<file path="config.mk">
export PLATFORM = sky130hd
export DESIGN_NAME = qdac_bank
export DESIGN_NICKNAME = d
export VERILOG_FILES = /design/src/rtl/qdac_pkg.sv /design/src/rtl/qdac_sync.sv /design/src/rtl/qdac_serial_rx.sv /design/src/rtl/qdac_chain.sv /design/src/rtl/qdac_chan.sv /design/src/rtl/qdac_bank.sv
export SDC_FILE = /design/constraint.sdc
export NUM_CORES = 1
export LEC_CHECK = 0
export ABC_AREA = 1
export BUFFER_PORTS_ARGS = -buffer_cell sky130_fd_sc_hd__buf_2
export CORE_AREA = 2 2 121 123
export DETAILED_ROUTE_END_ITERATION = 12
export DIE_AREA = 0 0 123 125
export GPL_TIMING_DRIVEN = 0
export PLACE_DENSITY = 0.79
export SYNTH_ARGS = -nofsm -noshare
export SYNTH_HDL_FRONTEND = slang
export SYNTH_HIERARCHICAL = 1
export SYNTH_SLANG_ARGS = --single-unit
</file>
<file path="constraint.sdc">
create_clock -name clk -period 2.8 [get_ports clk]
set_input_delay 0.28 -clock clk [delete_from_list [all_inputs] [get_ports clk]]
set_output_delay 0.28 -clock clk [all_outputs]
set_load 0.01 [all_outputs]
</file>
<file path="src/rtl/qdac_pkg.sv">
// Shared sizes for the quad DAC register bank.
// Assumes the channel count is a power of two so the address field is exact.
package qdac_pkg;
    localparam int CH_N      = 4;
    localparam int CODE_W    = 16;
    localparam int CHAIN_DLY = 19;
    localparam int ADDR_W    = $clog2(CH_N);
    localparam int FRAME_W   = ADDR_W + CODE_W;
endpackage

</file>
<file path="src/rtl/qdac_sync.sv">
// Two-flop synchronizer for a bundle of slow pins into the clk domain.
// Assumes each pin stays stable for several clk cycles around its edges.
module qdac_sync #(
    parameter int         W       = 1,
    parameter logic [W-1:0] RST_VAL = '0
) (
    input  logic         clk,
    input  logic         rst_n,
    input  logic [W-1:0] d,
    output logic [W-1:0] q
);
    logic [W-1:0] meta_q;

    // Two register stages; reset puts every pin at its idle level.
    always_ff @(posedge clk) begin
        if (!rst_n) begin
            meta_q <= RST_VAL;
            q      <= RST_VAL;
        end else begin
            meta_q <= d;
            q      <= meta_q;
        end
    end
endmodule

</file>
<file path="src/rtl/qdac_serial_rx.sv">
// Frame receiver: finds rising serial clock edges inside a frame, shifts the
// data bit into the frame register, and flags the rising edge of chip select.
// Assumes synchronized inputs. The register keeps only the last FRAME_W bits.
module qdac_serial_rx #(
    parameter int FRAME_W = 18
) (
    input  logic               clk,
    input  logic               rst_n,
    input  logic               sclk_s,
    input  logic               sdi_s,
    input  logic               cs_n_s,
    output logic               shift_en,
    output logic [FRAME_W-1:0] frame_q,
    output logic               frame_done
);
    logic sclk_d;
    logic cs_d;

    // Edge detection against the previous synchronized levels.
    assign shift_en   = sclk_s && !sclk_d && !cs_n_s;
    assign frame_done = cs_n_s && !cs_d;

    // Remember the last levels of serial clock and chip select.
    always_ff @(posedge clk) begin
        if (!rst_n) begin
            sclk_d <= 1'b0;
            cs_d   <= 1'b1;
        end else begin
            sclk_d <= sclk_s;
            cs_d   <= cs_n_s;
        end
    end

    // Shift MSB first; older bits fall off the top.
    always_ff @(posedge clk) begin
        if (!rst_n) begin
            frame_q <= '0;
        end else if (shift_en) begin
            frame_q <= {frame_q[FRAME_W-2:0], sdi_s};
        end
    end

    AST_SHIFT_IN: assert property (@(posedge clk) disable iff (!rst_n)
        shift_en |=> frame_q[0] == $past(sdi_s));
    AST_FRAME_HOLD: assert property (@(posedge clk) disable iff (!rst_n)
        !shift_en |=> $stable(frame_q));
endmodule

</file>
<file path="src/rtl/qdac_chain.sv">
// Daisy-chain delay line: each accepted serial bit reappears at sdo
// DLY accepted edges later. Assumes DLY of at least 2.
module qdac_chain #(
    parameter int DLY = 19
) (
    input  logic clk,
    input  logic rst_n,
    input  logic shift_en,
    input  logic sdi_s,
    output logic sdo
);
    logic [DLY-1:0] line_q;

    // Advance the line and the output stage together, once per accepted edge.
    always_ff @(posedge clk) begin
        if (!rst_n) begin
            line_q <= '0;
            sdo    <= 1'b0;
        end else if (shift_en) begin
            line_q <= {line_q[DLY-2:0], sdi_s};
            sdo    <= line_q[DLY-1];
        end
    end

    AST_SDO_HOLD: assert property (@(posedge clk) disable iff (!rst_n)
        !shift_en |=> $stable(sdo));
endmodule

</file>
<file path="src/rtl/qdac_chan.sv">
// One channel: input register plus DAC register.
// Priority order: power-on clear, then scale reset, then write and load.
// Assumes wr_en is a one-cycle pulse and load is a level.
module qdac_chan #(
    parameter int CODE_W = 16
) (
    input  logic              clk,
    input  logic              rst_n,
    input  logic              wr_en,
    input  logic [CODE_W-1:0] wr_data,
    input  logic              load,
    input  logic              clr,
    input  logic [CODE_W-1:0] clr_val,
    output logic [CODE_W-1:0] dac_q
);
    logic [CODE_W-1:0] in_q;

    // Input register: takes a committed frame code.
    always_ff @(posedge clk) begin
        if (!rst_n)
            in_q <= '0;
        else if (clr)
            in_q <= clr_val;
        else if (wr_en)
            in_q <= wr_data;
    end

    // DAC register: copies the input register while load is active.
    always_ff @(posedge clk) begin
        if (!rst_n)
            dac_q <= '0;
        else if (clr)
            dac_q <= clr_val;
        else if (load)
            dac_q <= in_q;
    end

    AST_SCALE_VAL: assert property (@(posedge clk) disable iff (!rst_n)
        clr |=> (in_q == $past(clr_val)) && (dac_q == $past(clr_val)));
    AST_WR_DATA: assert property (@(posedge clk) disable iff (!rst_n)
        (!clr && wr_en) |=> in_q == $past(wr_data));
    AST_NO_WR: assert property (@(posedge clk) disable iff (!rst_n)
        (!clr && !wr_en) |=> $stable(in_q));
    AST_DAC_HOLD: assert property (@(posedge clk) disable iff (!rst_n)
        (!clr && !load) |=> $stable(dac_q));
    AST_DAC_COPY: assert property (@(posedge clk) disable iff (!rst_n)
        (!clr && load) |=> dac_q == $past(in_q));
endmodule

</file>
<file path="src/rtl/qdac_bank.sv">
// Quad DAC serial register bank top. Brings the serial and control pins into
// the clk domain, receives frames, decodes the address and drives the channel
// slices and the chain output. Assumes clk runs at least 8x faster than sclk.
module qdac_bank
    import qdac_pkg::*;
#(
    parameter int N_CH    = CH_N,
    parameter int C_W     = CODE_W,
    parameter int DLY     = CHAIN_DLY
) (
    input  logic                clk,
    input  logic                rst_n,
    input  logic                sclk,
    input  logic                sdi,
    input  logic                cs_n,
    input  logic                ldac_n,
    input  logic                scale_rst_n,
    input  logic                scale_mid,
    output logic                sdo,
    output logic [N_CH*C_W-1:0] dac_code
);
    localparam int A_W = $clog2(N_CH);
    localparam int F_W = A_W + C_W;
    localparam logic [C_W-1:0] MID_CODE = {1'b1, {(C_W-1){1'b0}}};
    localparam logic [5:0] PIN_IDLE = 6'b001110;

    logic [5:0]     pins_s;
    logic           sclk_s, sdi_s, cs_n_s, ldac_n_s, scale_rst_n_s, scale_mid_s;
    logic           shift_en;
    logic           frame_done;
    logic [F_W-1:0] frame_q;
    logic [A_W-1:0] frame_addr;
    logic [C_W-1:0] frame_code;
    logic [C_W-1:0] clr_val;
    logic [N_CH-1:0] wr_sel;

    qdac_sync #(.W(6), .RST_VAL(PIN_IDLE)) u_sync (
        .clk   (clk),
        .rst_n (rst_n),
        .d     ({sclk, sdi, cs_n, ldac_n, scale_rst_n, scale_mid}),
        .q     (pins_s)
    );

    // Unpack the synchronized pin bundle.
    assign {sclk_s, sdi_s, cs_n_s, ldac_n_s, scale_rst_n_s, scale_mid_s} = pins_s;

    qdac_serial_rx #(.FRAME_W(F_W)) u_rx (
        .clk        (clk),
        .rst_n      (rst_n),
        .sclk_s     (sclk_s),
        .sdi_s      (sdi_s),
        .cs_n_s     (cs_n_s),
        .shift_en   (shift_en),
        .frame_q    (frame_q),
        .frame_done (frame_done)
    );

    qdac_chain #(.DLY(DLY)) u_chain (
        .clk      (clk),
        .rst_n    (rst_n),
        .shift_en (shift_en),
        .sdi_s    (sdi_s),
        .sdo      (sdo)
    );

    // Split the frame: address on top, code below.
    assign frame_addr = frame_q[F_W-1 -: A_W];
    assign frame_code = frame_q[C_W-1:0];
    assign clr_val    = scale_mid_s ? MID_CODE : '0;

    for (genvar g = 0; g < N_CH; g++) begin : g_chan
        // Address decode for this channel.
        assign wr_sel[g] = frame_done && (frame_addr == A_W'(g));

        qdac_chan #(.CODE_W(C_W)) u_chan (
            .clk     (clk),
            .rst_n   (rst_n),
            .wr_en   (wr_sel[g]),
            .wr_data (frame_code),
            .load    (!ldac_n_s),
            .clr     (!scale_rst_n_s),
            .clr_val (clr_val),
            .dac_q   (dac_code[g*C_W +: C_W])
        );
    end

    AST_ONE_WRITE: assert property (@(posedge clk) disable iff (!rst_n)
        $onehot0(wr_sel));
endmodule

</file>
======== Word-level counts from Yosys, hierarchy flattened ========
Index checks and enable logic that the tools add are counted.
cells by class
  reduce and logical (&&, ||, !) cells .... 11
  mux-type cells .......................... 17
  eq/ne operators ......................... 8
operators by type and width
  kind                                                             number
  16-bit 2-to-1 mux                                                17
  2-bit by 1-bit != test with 1-bit output, second input constant  4
  1-bit logical AND                                                7
  2-bit == test, second input constant                             2
  1-bit zero test                                                  3
  2-bit by 1-bit == test with 1-bit output, second input constant  1
  2-bit zero test                                                  1
  2-bit != test, second input constant                             1
storage, ports and cells
  bits of input ports ..................... 8
  flip-flop bits (word level) ............. 180
  output and inout bits ................... 65

======== Depth between registers and ports, before layout ========
Gate-level depths: netlist of run 1.
  depth after elaboration ................. 5
  mapped depth ............................ 11
  mapped depth without buffers ............ 9

======== Cells and area by module ========
The synthesis of run 1 kept the hierarchy.
by module, submodules not included
  module          area an instance (um^2)  instances  cells an instance
  qdac_chan       1,574.0                  4          225
  qdac_chain      830.8                    1          126
  qdac_serial_rx  819.5                    1          123
  qdac_sync       341.6                    1          37
  qdac_bank       41.3                     1          11

======== Least setup slack after synthesis of run 1 ========
Ideal clock, no wire load.
  path kind ............................... reg2reg
  from .................................... register u_sync.q[3]
  to ...................................... register g_chan[1].u_chan.in_q[15]
  clock period less this slack ............ 1.267 ns
  path buffers ............................ 2
  setup slack ............................. 1.533 ns
  required time ........................... 2.743 ns
  cell stages (with the launch flop) ...... 11
  arrival time ............................ 1.210 ns
  cell sequence ........................... dfxtp_1 -> inv_2 -> nor2_1 -> nand2_1 -> nor2_1 -> buf_4 -> buf_4 -> nand3_1 -> nand3_1 -> nand2_1 -> inv_1
between the ends
  cells in the longest elaborated chain, start to end .. 3
RTL lines
  item                                                       line                  text
  start: declaration                                         qdac_sync.sv:10       output logic [W-1:0] q
  start signal: assignment                                   qdac_sync.sv:21       q <= meta_q;
  1-bit logical AND                                          qdac_serial_rx.sv:21  assign frame_done = cs_n_s && !cs_d;
  named net frame_done                                       qdac_bank.sv:30       logic frame_done;
  1-bit logical AND                                          qdac_bank.sv:73       assign wr_sel[g] = frame_done && (frame_addr == A_W'(g));
  named net wr_sel[1]                                        qdac_bank.sv:35       logic [N_CH-1:0] wr_sel;
  2-bit by 1-bit != test with 1-bit output (no source line)  --
  end signal: assignment                                     qdac_chan.sv:23       in_q <= clr_val;
  end signal: assignment                                     qdac_chan.sv:25       in_q <= wr_data;
  end: declaration                                           qdac_chan.sv:16       logic [CODE_W-1:0] in_q;
The timed path passes the listed nets, and every way through them passes these cells.
A chain may end at the register's enable or synchronous reset.

======== Worst setup path after layout of run 1 ========
  from .................................... register u_sync.q[3]
  to ...................................... register g_chan[1].u_chan.in_q[3]
The elaborated chain is that of the path after synthesis.

==> parameters.txt, run 1 <==
Parameter                              Value

Run status
  Run status    finished clean

Global routing
  Antenna violations before repair    0
  First-pass GRT wire length    31410 µm
  Vias in the first global route    ~6700
  Total global routing overflow    0
  Largest net degree at the start of global routing    28
  GRT Overall Usage    between 20% and 30%

STA
  Achievable clock frequency    648.9 MHz
  Setup repair after global routing missed its margin    no
  Measured slew at the worst slew-check pin    between 0.6 and 0.7 ns
  Hold violation count in the final report    0
  Pins over their slew limit    0
  Share of the clock period used by the worst path    a little under three fifths
  Worst slew margin relative to its limit    between 50% and 60%
  Post-route worst hold slack    around 0.020 ns
  Total negative slack    0 ns
  Post-route minimum period    between 1.5 and 2 ns
  Final worst-path setup slack    1.259 ns
  Final Skew    0.005821 ns
  Setup-violating endpoint count in the final report    0

Cells and area
  Number of nets in the finished design    between 1000 and 1500
  Fraction of final layout cells sized beyond drive strength 1    about 15%
  Area growth from synthesis to layout    16.84%
  Area of all placed cells without fillers    9732 µm²
  N_diodes    0
  Cell Count, Final, Fillers Out    between 1500 and 2000

Placed design
  Detailed placement HPWL    ~13000 µm
  Number of placed instances with taps included    1512
  Number of buffers inserted by port buffering    72
  Worst slack, placed    ~1.3 ns
  RD Place Congestion    approximately 0.86
  Total cell area at the placement stage    ~9100 µm²

Detailed routing
  Wire length per cell after detailed routing    12.40 µm
  Final routed DRC violation total    0
  Total wire length    19140 µm
  Count of nets left with antenna violations after detail routing    0
  First-pass DRT Iterations    7
  Average via count per standard cell    around 4.8
  Total number of vias    7351
  Number of design-rule violations left by the first detailed-router iteration    between 500 and 600

Logic synthesis
  Mean post-synth cell area    just under 7 µm²
  Number of instances in the synthesized netlist    roughly 1200
  Summed instance area of the synthesized netlist    around 8300 µm²
  Area fraction in compound gates after synthesis    0%
  Register area share after synthesis    between 40% and 50%
  Unique cell type count in the Yosys netlist    14
  Combinational family with the most area after synthesis    simple AND/OR/NAND/NOR gates
  Post-Synth Adder-Cell Area    0%
  Synthesis warning total    6
  Portion of netlist area occupied by mux cells    0%
  Synthesis-stage register bit count    180
  Basic-gate share of the synthesized area counting and, or, nand and nor cells    about two fifths
  Xor and xnor fraction of the mapped netlist area    0%

Worst hold path
  Hold Startpoint    scale_rst_n
  Path class of the lowest-slack min-delay path    in -> reg
  WHS Endpoint    u_sync/meta_q[1]$_SDFF_PN1_
  Hold path cells    3

Worst setup path
  Crit path cell chain    inv_2, nor2_1, nand2_1, nor2_1, buf_4, buf_4, nand3_1, nand3_1, nand2_1, inv_1
  Arrival time of the worst setup path    between 1.5 and 2 ns
  Worst Path Required    about 3.2 ns
  Worst-case reg-to-reg path depth    10
  Number of buffers and inverters on the critical path    4
  Reg2Reg Launch Point    u_sync/q[3]$_SDFF_PN1_
  Internal reg-to-reg setup slack    1.26 ns
  Largest incremental delay on the critical path    between 0.3 and 0.4 ns
  Critical Path Source Type    flip-flop
  Slowest cell on the critical path    sky130_fd_sc_hd__dfxtp_1
  Crit. End Element    flip-flop
  Worst setup path class    reg -> reg
  Family of cells with the greatest summed delay on the critical path    simple AND/OR/NAND/NOR gates
  Worst r2r dst    g_chan[1].u_chan/in_q[3]$_SDFFE_PN0P_
  CP Max Fanout    10

Die
  Count of pins on the block boundary    73
  Placement row count    44
  Die Area    15380 µm²
  Core region area    around 14000 µm²
  Die height    about 130 µm
  Effective utilization at floorplan    between 50% and 60%
  Overall die width    123 µm

Clocking
  Post-CTS clock slew at the launch and capture registers of the worst setup and hold paths    roughly 0.060 ns
  Later-pin clock latency in the skew report    ~0.43 ns
  Number of buffers added to fix hold violations after cts    0
  Number of gates resized after CTS    0
  Clock tree from TritonCTS    yes
  Number of buffers created by CTS    17
  Clock buffer depth    2
  Post-CTS setup buffers    0
  Master cell of the clock root buffer    sky130_fd_sc_hd__clkbuf_16
  # H-tree levels    4
  TritonCTS Sinks    180

Power and ir drop
  Pwr/cell area    565.0 nW/µm²
  Lkg Pwr    5.646 nW
  Maximum VDD drop    approximately 450 µV

Job
  Maximum capacitance violations    0
sequential cells by signal, indices dropped and copies added, names as in the netlist:
| register | count |
|---|---|
| u_rx/cs_d | 1 |
| u_sync/q | 6 |
| u_chain/line_q | 19 |
| u_rx/frame_q | 18 |
| u_sync/meta_q | 6 |
| u_chain/sdo | 1 |
| g_chan.u_chan/dac_q | 64 |
| u_rx/sclk_d | 1 |
| g_chan.u_chan/in_q | 64 |
per-layer routing:
metal | wire [µm] | share of wire, % | track usage, % | up-vias
li1 | - | - | - | 3888
met1 | 8702 | 45 | 33.19 | 3236
met2 | 9087 | 47 | 42.61 | 191
met3 | 903 | 4.7 | 4.699 | 36
met4 | 447 | 2.3 | 9.425 | 0
met5 | 0 | 0 | 0 | -
Yosys cell counts:
| master | number | area share (%) |
|---|---|---|
| sky130_fd_sc_hd__inv_1 | 185 | 8.3 |
| sky130_fd_sc_hd__dfxtp_1 | 180 | 43 |
| sky130_fd_sc_hd__buf_4 | 20 | 1.8 |
| sky130_fd_sc_hd__nand3_2 | 24 | 2.9 |
| sky130_fd_sc_hd__nand2_1 | 412 | 19 |
| sky130_fd_sc_hd__nand3_1 | 232 | 14 |
| sky130_fd_sc_hd__buf_1 | 4 | 0.18 |
| sky130_fd_sc_hd__buf_2 | 13 | 0.78 |
| sky130_fd_sc_hd__nor2_1 | 81 | 3.7 |
| sky130_fd_sc_hd__conb_1 | 1 | 0.045 |
| sky130_fd_sc_hd__nor2_8 | 8 | 1.9 |
| sky130_fd_sc_hd__inv_2 | 5 | 0.23 |
| sky130_fd_sc_hd__nand3_4 | 1 | 0.21 |
| sky130_fd_sc_hd__buf_6 | 31 | 4.2 |
worst min-delay path: stages:
cell and delay (ns):
sky130_fd_sc_hd__buf_2 0.07, sky130_fd_sc_hd__inv_1 0.03, sky130_fd_sc_hd__nand2_1 0.04
per-stage QoR:
stage | util (%) | total power, mW
after floorplan | - | 3.056
after global placement | 64.36 | 3.166
after detailed placement | 64.36 | 3.175
after CTS | 68.52 | 5.530
after global routing | 68.52 | 5.719
final | 68.52 | 5.499
worst max path at each step:
stage	start	end	slack [ns]	cells after the start
CTS	u_sync/q[3]$_SDFF_PN1_	g_chan[1].u_chan/in_q[8]$_SDFFE_PN0P_	1.29	10
detailed placement	u_sync/q[3]$_SDFF_PN1_	g_chan[3].u_chan/in_q[8]$_SDFFE_PN0P_	1.31	10
global placement	rst_n	g_chan[2].u_chan/dac_q[0]$_SDFFE_PN0P_	1.31	4
floorplan	u_sync/q[3]$_SDFF_PN1_	g_chan[1].u_chan/in_q[15]$_SDFFE_PN0P_	1.53	10
global route	u_sync/q[3]$_SDFF_PN1_	g_chan[3].u_chan/in_q[13]$_SDFFE_PN0P_	1.13	10
finish	u_sync/q[3]$_SDFF_PN1_	g_chan[1].u_chan/in_q[3]$_SDFFE_PN0P_	1.26	10
power breakdown:
| group | total (mW) | switching [mW] | internal [mW] |
|---|---|---|---|
| logic | 0.442 | 0.278 | 0.164 |
| registers | 2.68 | 0.0460 | 2.64 |
| clock network | 2.37 | 0.966 | 1.41 |
area by class of cell:
type	instances	area, µm²
Inverter	190	713.2
Tap cell	184	230.2
Multi-Input combinational cell	818	3655
Clock inverter	8	98.84
Timing Repair Buffer	72	360.3
Buffer	68	579.3
Fill cell	1267	4472
Clock buffer	24	491.7
Sequential cell	180	3603
cell usage in the layout, fill, tap and decap left out, drive strengths merged:
| cell type | n |
|---|---|
| buf | 140 |
| bufinv | 2 |
| clkbuf | 24 |
| clkinv | 4 |
| clkinvlp | 2 |
| conb | 60 |
| dfxtp | 180 |
| inv | 190 |
| nand2 | 412 |
| nand3 | 257 |
| nor2 | 89 |
cell families after synthesis:
logic type / after synthesis
DFF: 180
buffers and inverters: 258
and+or+nand+nor: 758
other: 1
No activity file was read; power rests on OpenSTA's default activity.
==> inputs of run 2 (changes only) <==
==> constraint.sdc (replaced) <==
create_clock -name clk -period 1.5 [get_ports clk]
set_input_delay 0.15 -clock clk [delete_from_list [all_inputs] [get_ports clk]]
set_output_delay 0.15 -clock clk [all_outputs]
set_load 0.01 [all_outputs]
==> run 2 against run 1 <==
Compared with the run above:
- core utilization rose by 1.2 points
- sequential power rose by 87%
- critical path depth grew 1
- critical path type unchanged
==> parameters.txt, run 2 (synthesized netlist as in run 1, its figures left out) <==
Parameter                              Value

Worst setup path
  Critical Path Source Type    flip-flop
  Reg2Reg Launch Point    u_sync/q[3]$_SDFF_PN1_
  Arrival time of the worst setup path    1.77 ns (-0.14 ns)
  Worst Path Required    1.88 ns (-1.29 ns)
  Setup crit start    u_sync/q[3]$_SDFF_PN1_
  Worst setup path class    reg -> reg
  CP Max Fanout    7 (-3)
  Crit. End Element    flip-flop

Cells and area
  Fraction of final layout cells sized beyond drive strength 1    15.71% (+0.78 points)
  Cell Count, Final, Fillers Out    1559 (+0.97%)
  Finished Core Util    69.71% (+1.2 points)
  Most common cell after layout, fill and taps aside    sky130_fd_sc_hd__nand2_1
  Most frequent cells in the layout    412 x sky130_fd_sc_hd__nand2_1, 232 x sky130_fd_sc_hd__nand3_1, 184 x sky130_fd_sc_hd__inv_1
  Area growth from synthesis to layout    18.87%
  Leading registers by flop count    g_chan.u_chan/dac_q x64, g_chan.u_chan/in_q x64, u_chain/line_q x19
  Number of nets in the finished design    1370 (+1.1%)
  N_diodes    0 (unchanged)

Die
  Core region area    14200 µm² (unchanged)
  Count of pins on the block boundary    73 (unchanged)
  Die Area    15380 µm² (unchanged)
  Placement row count    44 (unchanged)
  Effective utilization at floorplan    58.64% (unchanged)
  Overall die width    123 µm (unchanged)
  Die height    125 µm (unchanged)

Placed design
  RD Place Congestion    0.8574 (unchanged)
  Detailed placement HPWL    12530 µm (unchanged)
  Number of buffers inserted by port buffering    72 (unchanged)
  Worst slack, placed    0.008648 ns (-1.300 ns)
  Number of placed instances with taps included    1512 (unchanged)

STA
  Hold violation count in the final report    0 (unchanged)
  Measured slew at the worst slew-check pin    0.6361 ns (+0.006079 ns)
  Pins over their slew limit    0 (unchanged)
  Setup-violating endpoint count in the final report    0 (unchanged)
  Total negative slack    0 ns (unchanged)
  Share of the clock period used by the worst path    92.93% (+38 points)
  Setup repair after global routing missed its margin    yes
  Final Skew    0.004717 ns (-0.001104 ns)
  Worst slew margin relative to its limit    57.53% (-0.41 points)
  Achievable clock frequency    717.4 MHz (+11%)
  Final worst-path setup slack    0.1061 ns (-1.153 ns)
  Post-route minimum period    1.394 ns (-0.1471 ns)

Clocking
  Post-CTS clock slew at the launch and capture registers of the worst setup and hold paths    0.06 ns (about the same)
  Clock buffer depth    2 (unchanged)
  Number of buffers created by CTS    17 (unchanged)
  # H-tree levels    4 (unchanged)
  Clock tree from TritonCTS    yes
  Master cell of the clock root buffer    sky130_fd_sc_hd__clkbuf_16
  TritonCTS Sinks    180 (unchanged)
  Later-pin clock latency in the skew report    0.43 ns (about the same)

Detailed routing
  Wire length per cell after detailed routing    12.41 µm (+0.12%)
  First-pass DRT Iterations    5 (-2)
  Average via count per standard cell    4.771 (+0.21%)
  Total number of vias    7438 (+1.2%)
  Count of nets left with antenna violations after detail routing    0 (unchanged)
  Final routed DRC violation total    0 (unchanged)
  Total wire length    19350 µm (+1.1%)
  Number of design-rule violations left by the first detailed-router iteration    593 (+7.6%)

Global routing
  Total global routing overflow    0 (unchanged)
  Vias in the first global route    6721 (+0.58%)
  GRT Overall Usage    25.78% (+0.11 points)
  Antenna violations before repair    0 (unchanged)
  First-pass GRT wire length    31530 µm (+0.40%)
  Largest net degree at the start of global routing    28 (unchanged)

Worst hold path
  Hold Startpoint    rst_n
  Path class of the lowest-slack min-delay path    in -> reg

Power and ir drop
  Pwr/cell area    1038 nW/µm² (+84%)
  Maximum VDD drop    842.6 µV (+87%)
  Total Power Consumption    10.28 mW (+87%)
  Lkg Pwr    5.723 nW (+1.4%)

Run status
  Run status    finished clean

Job
  Maximum capacitance violations    0 (unchanged)
[run 2: timing repair]
item                                    4_1_cts  5_1_grt
buffers inserted                              0        9
pin swaps                                     0        1
hold buffers                                  6        0
endpoints found under the hold margin         6        0
endpoints found under the setup margin        3       51
cloned                                        0        0
gates resized for setup                       2       11
[run 2: worst max-delay path: stages (launching register included)]
cell and delay, ns:
sky130_fd_sc_hd__dfxtp_1 0.32, sky130_fd_sc_hd__inv_2 0.06, sky130_fd_sc_hd__nor2_2 0.09, sky130_fd_sc_hd__nand2_1 0.10, sky130_fd_sc_hd__nor2_2 0.12, sky130_fd_sc_hd__buf_6 0.16, sky130_fd_sc_hd__buf_4 0.12, sky130_fd_sc_hd__buf_4 0.10
sky130_fd_sc_hd__nand3_2 0.07, sky130_fd_sc_hd__nand3_1 0.10, sky130_fd_sc_hd__nand2_1 0.05, sky130_fd_sc_hd__inv_1 0.04
[run 2: cell type report]
type,instances,area (µm²)
Multi-Input combinational cell,818,3662
Clock inverter,8,98.84
Clock buffer,24,491.7
Timing Repair Buffer,87,488.0
Sequential cell,180,3603
Tap cell,184,230.2
Fill cell,1229,4303
Inverter,190,713.2
Buffer,68,613.1
[run 2: path summary, 6_finish.rpt]
| path | to | slack (ns) | cells past startpoint |
|---|---|---|---|
| worst max-delay path | g_chan[3].u_chan/in_q[2]$_SDFFE_PN0P_ | 0.11 | 11 |
| worst max register to register | g_chan[3].u_chan/in_q[2]$_SDFFE_PN0P_ | 0.11 | 11 |
| worst min register to register | u_sync/q[3]$_SDFF_PN1_ | 0.40 | 2 |
| worst min-delay path | u_sync/meta_q[5]$_SDFF_PN0_ | 0.23 | 3 |
[run 2: stage by stage]
stage,hold slack (ns),cell area (µm²)
after floorplan,0.2348,8551
after global placement,0.3252,9141
after detailed placement,0.3217,9141
after CTS,0.2189,9799
after global routing,0.2454,9901
final,0.2350,9901
[run 2: report_power, final]
group          switching, mW  leakage (nW)  internal, mW
sequential            0.0866          1.46          4.92
clock                   1.80         0.286          2.63
combinational          0.522          3.98         0.320
[run 2: metal layers]
| metal | GRT usage, % | part of all wire [%] | vias to the layer above |
|---|---|---|---|
| li1 | - | - | 3916 |
| met1 | 33.16 | 45 | 3282 |
| met2 | 43.03 | 48 | 206 |
| met3 | 4.699 | 4.7 | 34 |
| met4 | 9.425 | 2.1 | 0 |
| met5 | 0 | 0 | - |
==> inputs of run 3 (changes only) <==
--- a/config.mk
+++ b/config.mk
@@ -12,6 +12,7 @@
 export DIE_AREA = 0 0 123 125
 export GPL_TIMING_DRIVEN = 0
 export PLACE_DENSITY = 0.79
+export RECOVER_POWER = 100
 export SYNTH_ARGS = -nofsm -noshare
 export SYNTH_HDL_FRONTEND = slang
 export SYNTH_HIERARCHICAL = 1
==> run 3 against run 2 <==
Compared with the run above:
- wire length increased by 0.29%
- combinational power shrank 2%
- clock skew barely moved
- critical path type unchanged
- final cell count stayed put
- critical endpoint is now g_chan[3].u_chan/dac_q[12]$_SDFFE_PN0P_
- die area stayed put
- highest routed layer unchanged
- hold slack gained 0.0040 ns
==> parameters.txt, run 3 (synthesized netlist as in run 1, its figures left out) <==
Parameter                              Value

Power and ir drop
  Net switching power    2.410 mW (about the same)
  Internal    7.853 mW (-0.23%)
  Proportion of total power due to net switching    23.48% (+0.038 points)
  Maximum VDD drop    843.1 µV (about the same)
  Lkg Pwr    5.438 nW (-5.0%)
  Pwr/cell area    1047 nW/µm² (+0.79%)
  Combinational fraction of design power    8.0% (-0.2 points)
  Share of power burned in registers    48.8% (about the same)
  Clock network fraction of total power    43.1% (about the same)

Clocking
  TritonCTS Sinks    180 (unchanged)
  Clock tree from TritonCTS    yes
  Later-pin clock latency in the skew report    0.43 ns (about the same)
  Post-CTS clock slew at the launch and capture registers of the worst setup and hold paths    0.06 ns (about the same)
  Clock buffer depth    2 (unchanged)
  Master cell of the clock root buffer    sky130_fd_sc_hd__clkbuf_16
  # H-tree levels    4 (unchanged)
  Number of buffers created by CTS    17 (unchanged)

STA
  Final Skew    0.005137 ns (+0.0004194 ns)
  Worst slew margin relative to its limit    58.19% (+0.65 points)
  Hold violation count in the final report    0 (unchanged)
  Achievable clock frequency    696.1 MHz (-3.0%)
  Setup-violating endpoint count in the final report    0 (unchanged)
  Setup repair after global routing missed its margin    yes
  Post-route worst hold slack    0.2390 ns (+0.004016 ns)
  Share of the clock period used by the worst path    95.77% (+2.8 points)
  Measured slew at the worst slew-check pin    0.6272 ns (-0.008893 ns)
  Pins over their slew limit    0 (unchanged)
  Post-route minimum period    1.436 ns (+0.04257 ns)

Detailed routing
  Length of routed wiring on met1    8730 µm (-0.21%)
  Met2 wire len    9330 µm (+0.50%)
  Count of nets left with antenna violations after detail routing    0 (unchanged)
  Highest signal layer in the routed design    met4
  Average via count per standard cell    4.777 (+0.12%)
  Total wire length    19410 µm (+0.29%)
  Total met3 wirelength after detailed routing    949 µm (+5.3%)
  Wire length per cell after detailed routing    12.45 µm (+0.29%)
  First-pass DRT Iterations    5 (unchanged)
  Final routed DRC violation total    0 (unchanged)
  Number of design-rule violations left by the first detailed-router iteration    579 (-2.4%)
  Total number of vias    7447 (+0.12%)

Placed design
  Number of placed instances with taps included    1512 (unchanged)
  Number of buffers inserted by port buffering    72 (unchanged)
  Detailed placement HPWL    12530 µm (unchanged)
  RD Place Congestion    0.8574 (unchanged)

Cells and area
  Finished Core Util    69.04% (-0.67 points)
  N_diodes    0 (unchanged)
  Number of nets in the finished design    1370 (unchanged)
  Area growth from synthesis to layout    17.73%
  Number of fill cells    1274 (+3.7%)
  Cell Count, Final, Fillers Out    1559 (unchanged)
  Most common cell after layout, fill and taps aside    sky130_fd_sc_hd__nand2_1
  Leading registers by flop count    g_chan.u_chan/dac_q x64, g_chan.u_chan/in_q x64, u_chain/line_q x19
  Fraction of final layout cells sized beyond drive strength 1    10.62% (-5.1 points)
  Most frequent cells in the layout    412 x sky130_fd_sc_hd__nand2_1, 232 x sky130_fd_sc_hd__nand3_1, 188 x sky130_fd_sc_hd__inv_1

Job
  Maximum capacitance violations    0 (unchanged)

Die
  Die Area    15380 µm² (unchanged)
  Effective utilization at floorplan    58.64% (unchanged)
  Overall die width    123 µm (unchanged)
  Count of pins on the block boundary    73 (unchanged)
  Die height    125 µm (unchanged)
  Placement row count    44 (unchanged)
  Core region area    14200 µm² (unchanged)

Worst setup path
  Internal reg-to-reg setup slack    0.06 ns (-0.04 ns)
  Critical Path Source Type    flip-flop
  Worst Path Required    1.83 ns (-0.05 ns)
  Crit. End Element    flip-flop
  Arrival time of the worst setup path    1.76 ns (about the same)
  Worst setup path class    reg -> reg
  Reg2Reg Launch Point    u_sync/q[1]$_SDFF_PN1_
  CP Max Fanout    10 (+3)
  Worst r2r dst    g_chan[3].u_chan/dac_q[12]$_SDFFE_PN0P_
  Worst-case reg-to-reg path depth    8 (-3)

Run status
  Run status    finished clean

Worst hold path
  Hold path cells    3 (unchanged)
  Path class of the lowest-slack min-delay path    in -> reg
  Hold Startpoint    rst_n
  WHS Endpoint    u_sync/meta_q[5]$_SDFF_PN0_

Global routing
  First-pass GRT wire length    31530 µm (unchanged)
  Total global routing overflow    0 (unchanged)
  Vias in the first global route    6721 (unchanged)
  GRT Overall Usage    25.78% (unchanged)
  Largest net degree at the start of global routing    28 (unchanged)
  Antenna violations before repair    0 (unchanged)
## run 3: changes by cell type in the layout (fill, tap and decap cells not counted), sizes merged
cell	delta
buf	-67
clkbuf	+67
## run 3: repair_timing
| item | CTS | global route |
|---|---|---|
| endpoints found under the hold margin | 6 | 0 |
| pin swaps | 0 | 1 |
| hold buffers | 6 | 0 |
| buffers inserted | 0 | 9 |
| endpoints found under the setup margin | 3 | 51 |
| resized for setup | 2 | 11 |
## run 3: per-layer routing
| metal | vias up | global-route usage, % |
|---|---|---|
| met5 | - | 0 |
| met4 | 0 | 9.425 |
| met3 | 32 | 4.699 |
| met2 | 202 | 43.03 |
| met1 | 3296 | 33.16 |
| li1 | 3917 | - |
## run 3: critical path, stage by stage (launching register included)
cell and delay (ns):
sky130_fd_sc_hd__dfxtp_1 0.29, sky130_fd_sc_hd__inv_1 0.20, sky130_fd_sc_hd__buf_6 0.23, sky130_fd_sc_hd__inv_1 0.13
sky130_fd_sc_hd__buf_6 0.17, sky130_fd_sc_hd__nand3_1 0.09, sky130_fd_sc_hd__nand3_1 0.10, sky130_fd_sc_hd__nand2_1 0.08
sky130_fd_sc_hd__inv_1 0.04
## run 3: cell type report
class / instances / area (µm²) / share of cell area (%)
plain buffers: 68 / 599.3 / 6.112
clock buffers: 24 / 491.7 / 5.015
clock inverters: 8 / 98.84 / 1.008
inverters: 190 / 713.2 / 7.273
multi-input cells: 818 / 3662 / 37.35
flip-flops and latches: 180 / 3603 / 36.75
well taps: 184 / 230.2 / 2.348
repair buffers: 87 / 406.6 / 4.147
## run 3: stage by stage
step / setup TNS, ns / total power [mW] / setup WS (ns) / cell area, µm²
6_report: 0 / 10.26 / 0.06352 / 9806
5_1_grt: -0.007627 / 10.68 / -0.006895 / 9806
2_1_floorplan: 0 / 5.704 / 0.2334 / 8551
3_5_place_dp: 0 / 5.927 / 0.008648 / 9141
4_1_cts: 0 / 10.33 / 0.007911 / 9799
3_3_place_gp: 0 / 5.910 / 0.03731 / 9141
## run 3: power groups by stage
| stage | clock [mW] | combinational [mW] | sequential [mW] |
|---|---|---|---|
| final | 4.43 | 0.824 | 5.01 |
| after global routing | 4.73 | 0.930 | 5.02 |
| after floorplan | 0 | 0.581 | 5.12 |
| after global placement | 0 | 0.800 | 5.11 |
| after detailed placement | 0 | 0.812 | 5.12 |
| after CTS | 4.50 | 0.829 | 5.01 |
## run 3: how the worst max path moves through the flow
| stage | start | end | slack [ns] | depth (start not counted) |
|---|---|---|---|---|
| after global placement | u_sync/q[3]$_SDFF_PN1_ | g_chan[3].u_chan/in_q[8]$_SDFFE_PN0P_ | 0.04 | 10 |
| after CTS | u_sync/q[3]$_SDFF_PN1_ | g_chan[3].u_chan/in_q[8]$_SDFFE_PN0P_ | 0.008 | 10 |
| final | u_sync/q[1]$_SDFF_PN1_ | g_chan[3].u_chan/dac_q[12]$_SDFFE_PN0P_ | 0.06 | 8 |
| after global routing | u_sync/q[3]$_SDFF_PN1_ | g_chan[3].u_chan/in_q[15]$_SDFFE_PN0P_ | -0.007 | 10 |
| after detailed placement | u_sync/q[3]$_SDFF_PN1_ | g_chan[3].u_chan/in_q[8]$_SDFFE_PN0P_ | 0.009 | 10 |
| after floorplan | u_sync/q[3]$_SDFF_PN1_ | g_chan[1].u_chan/in_q[15]$_SDFFE_PN0P_ | 0.23 | 10 |
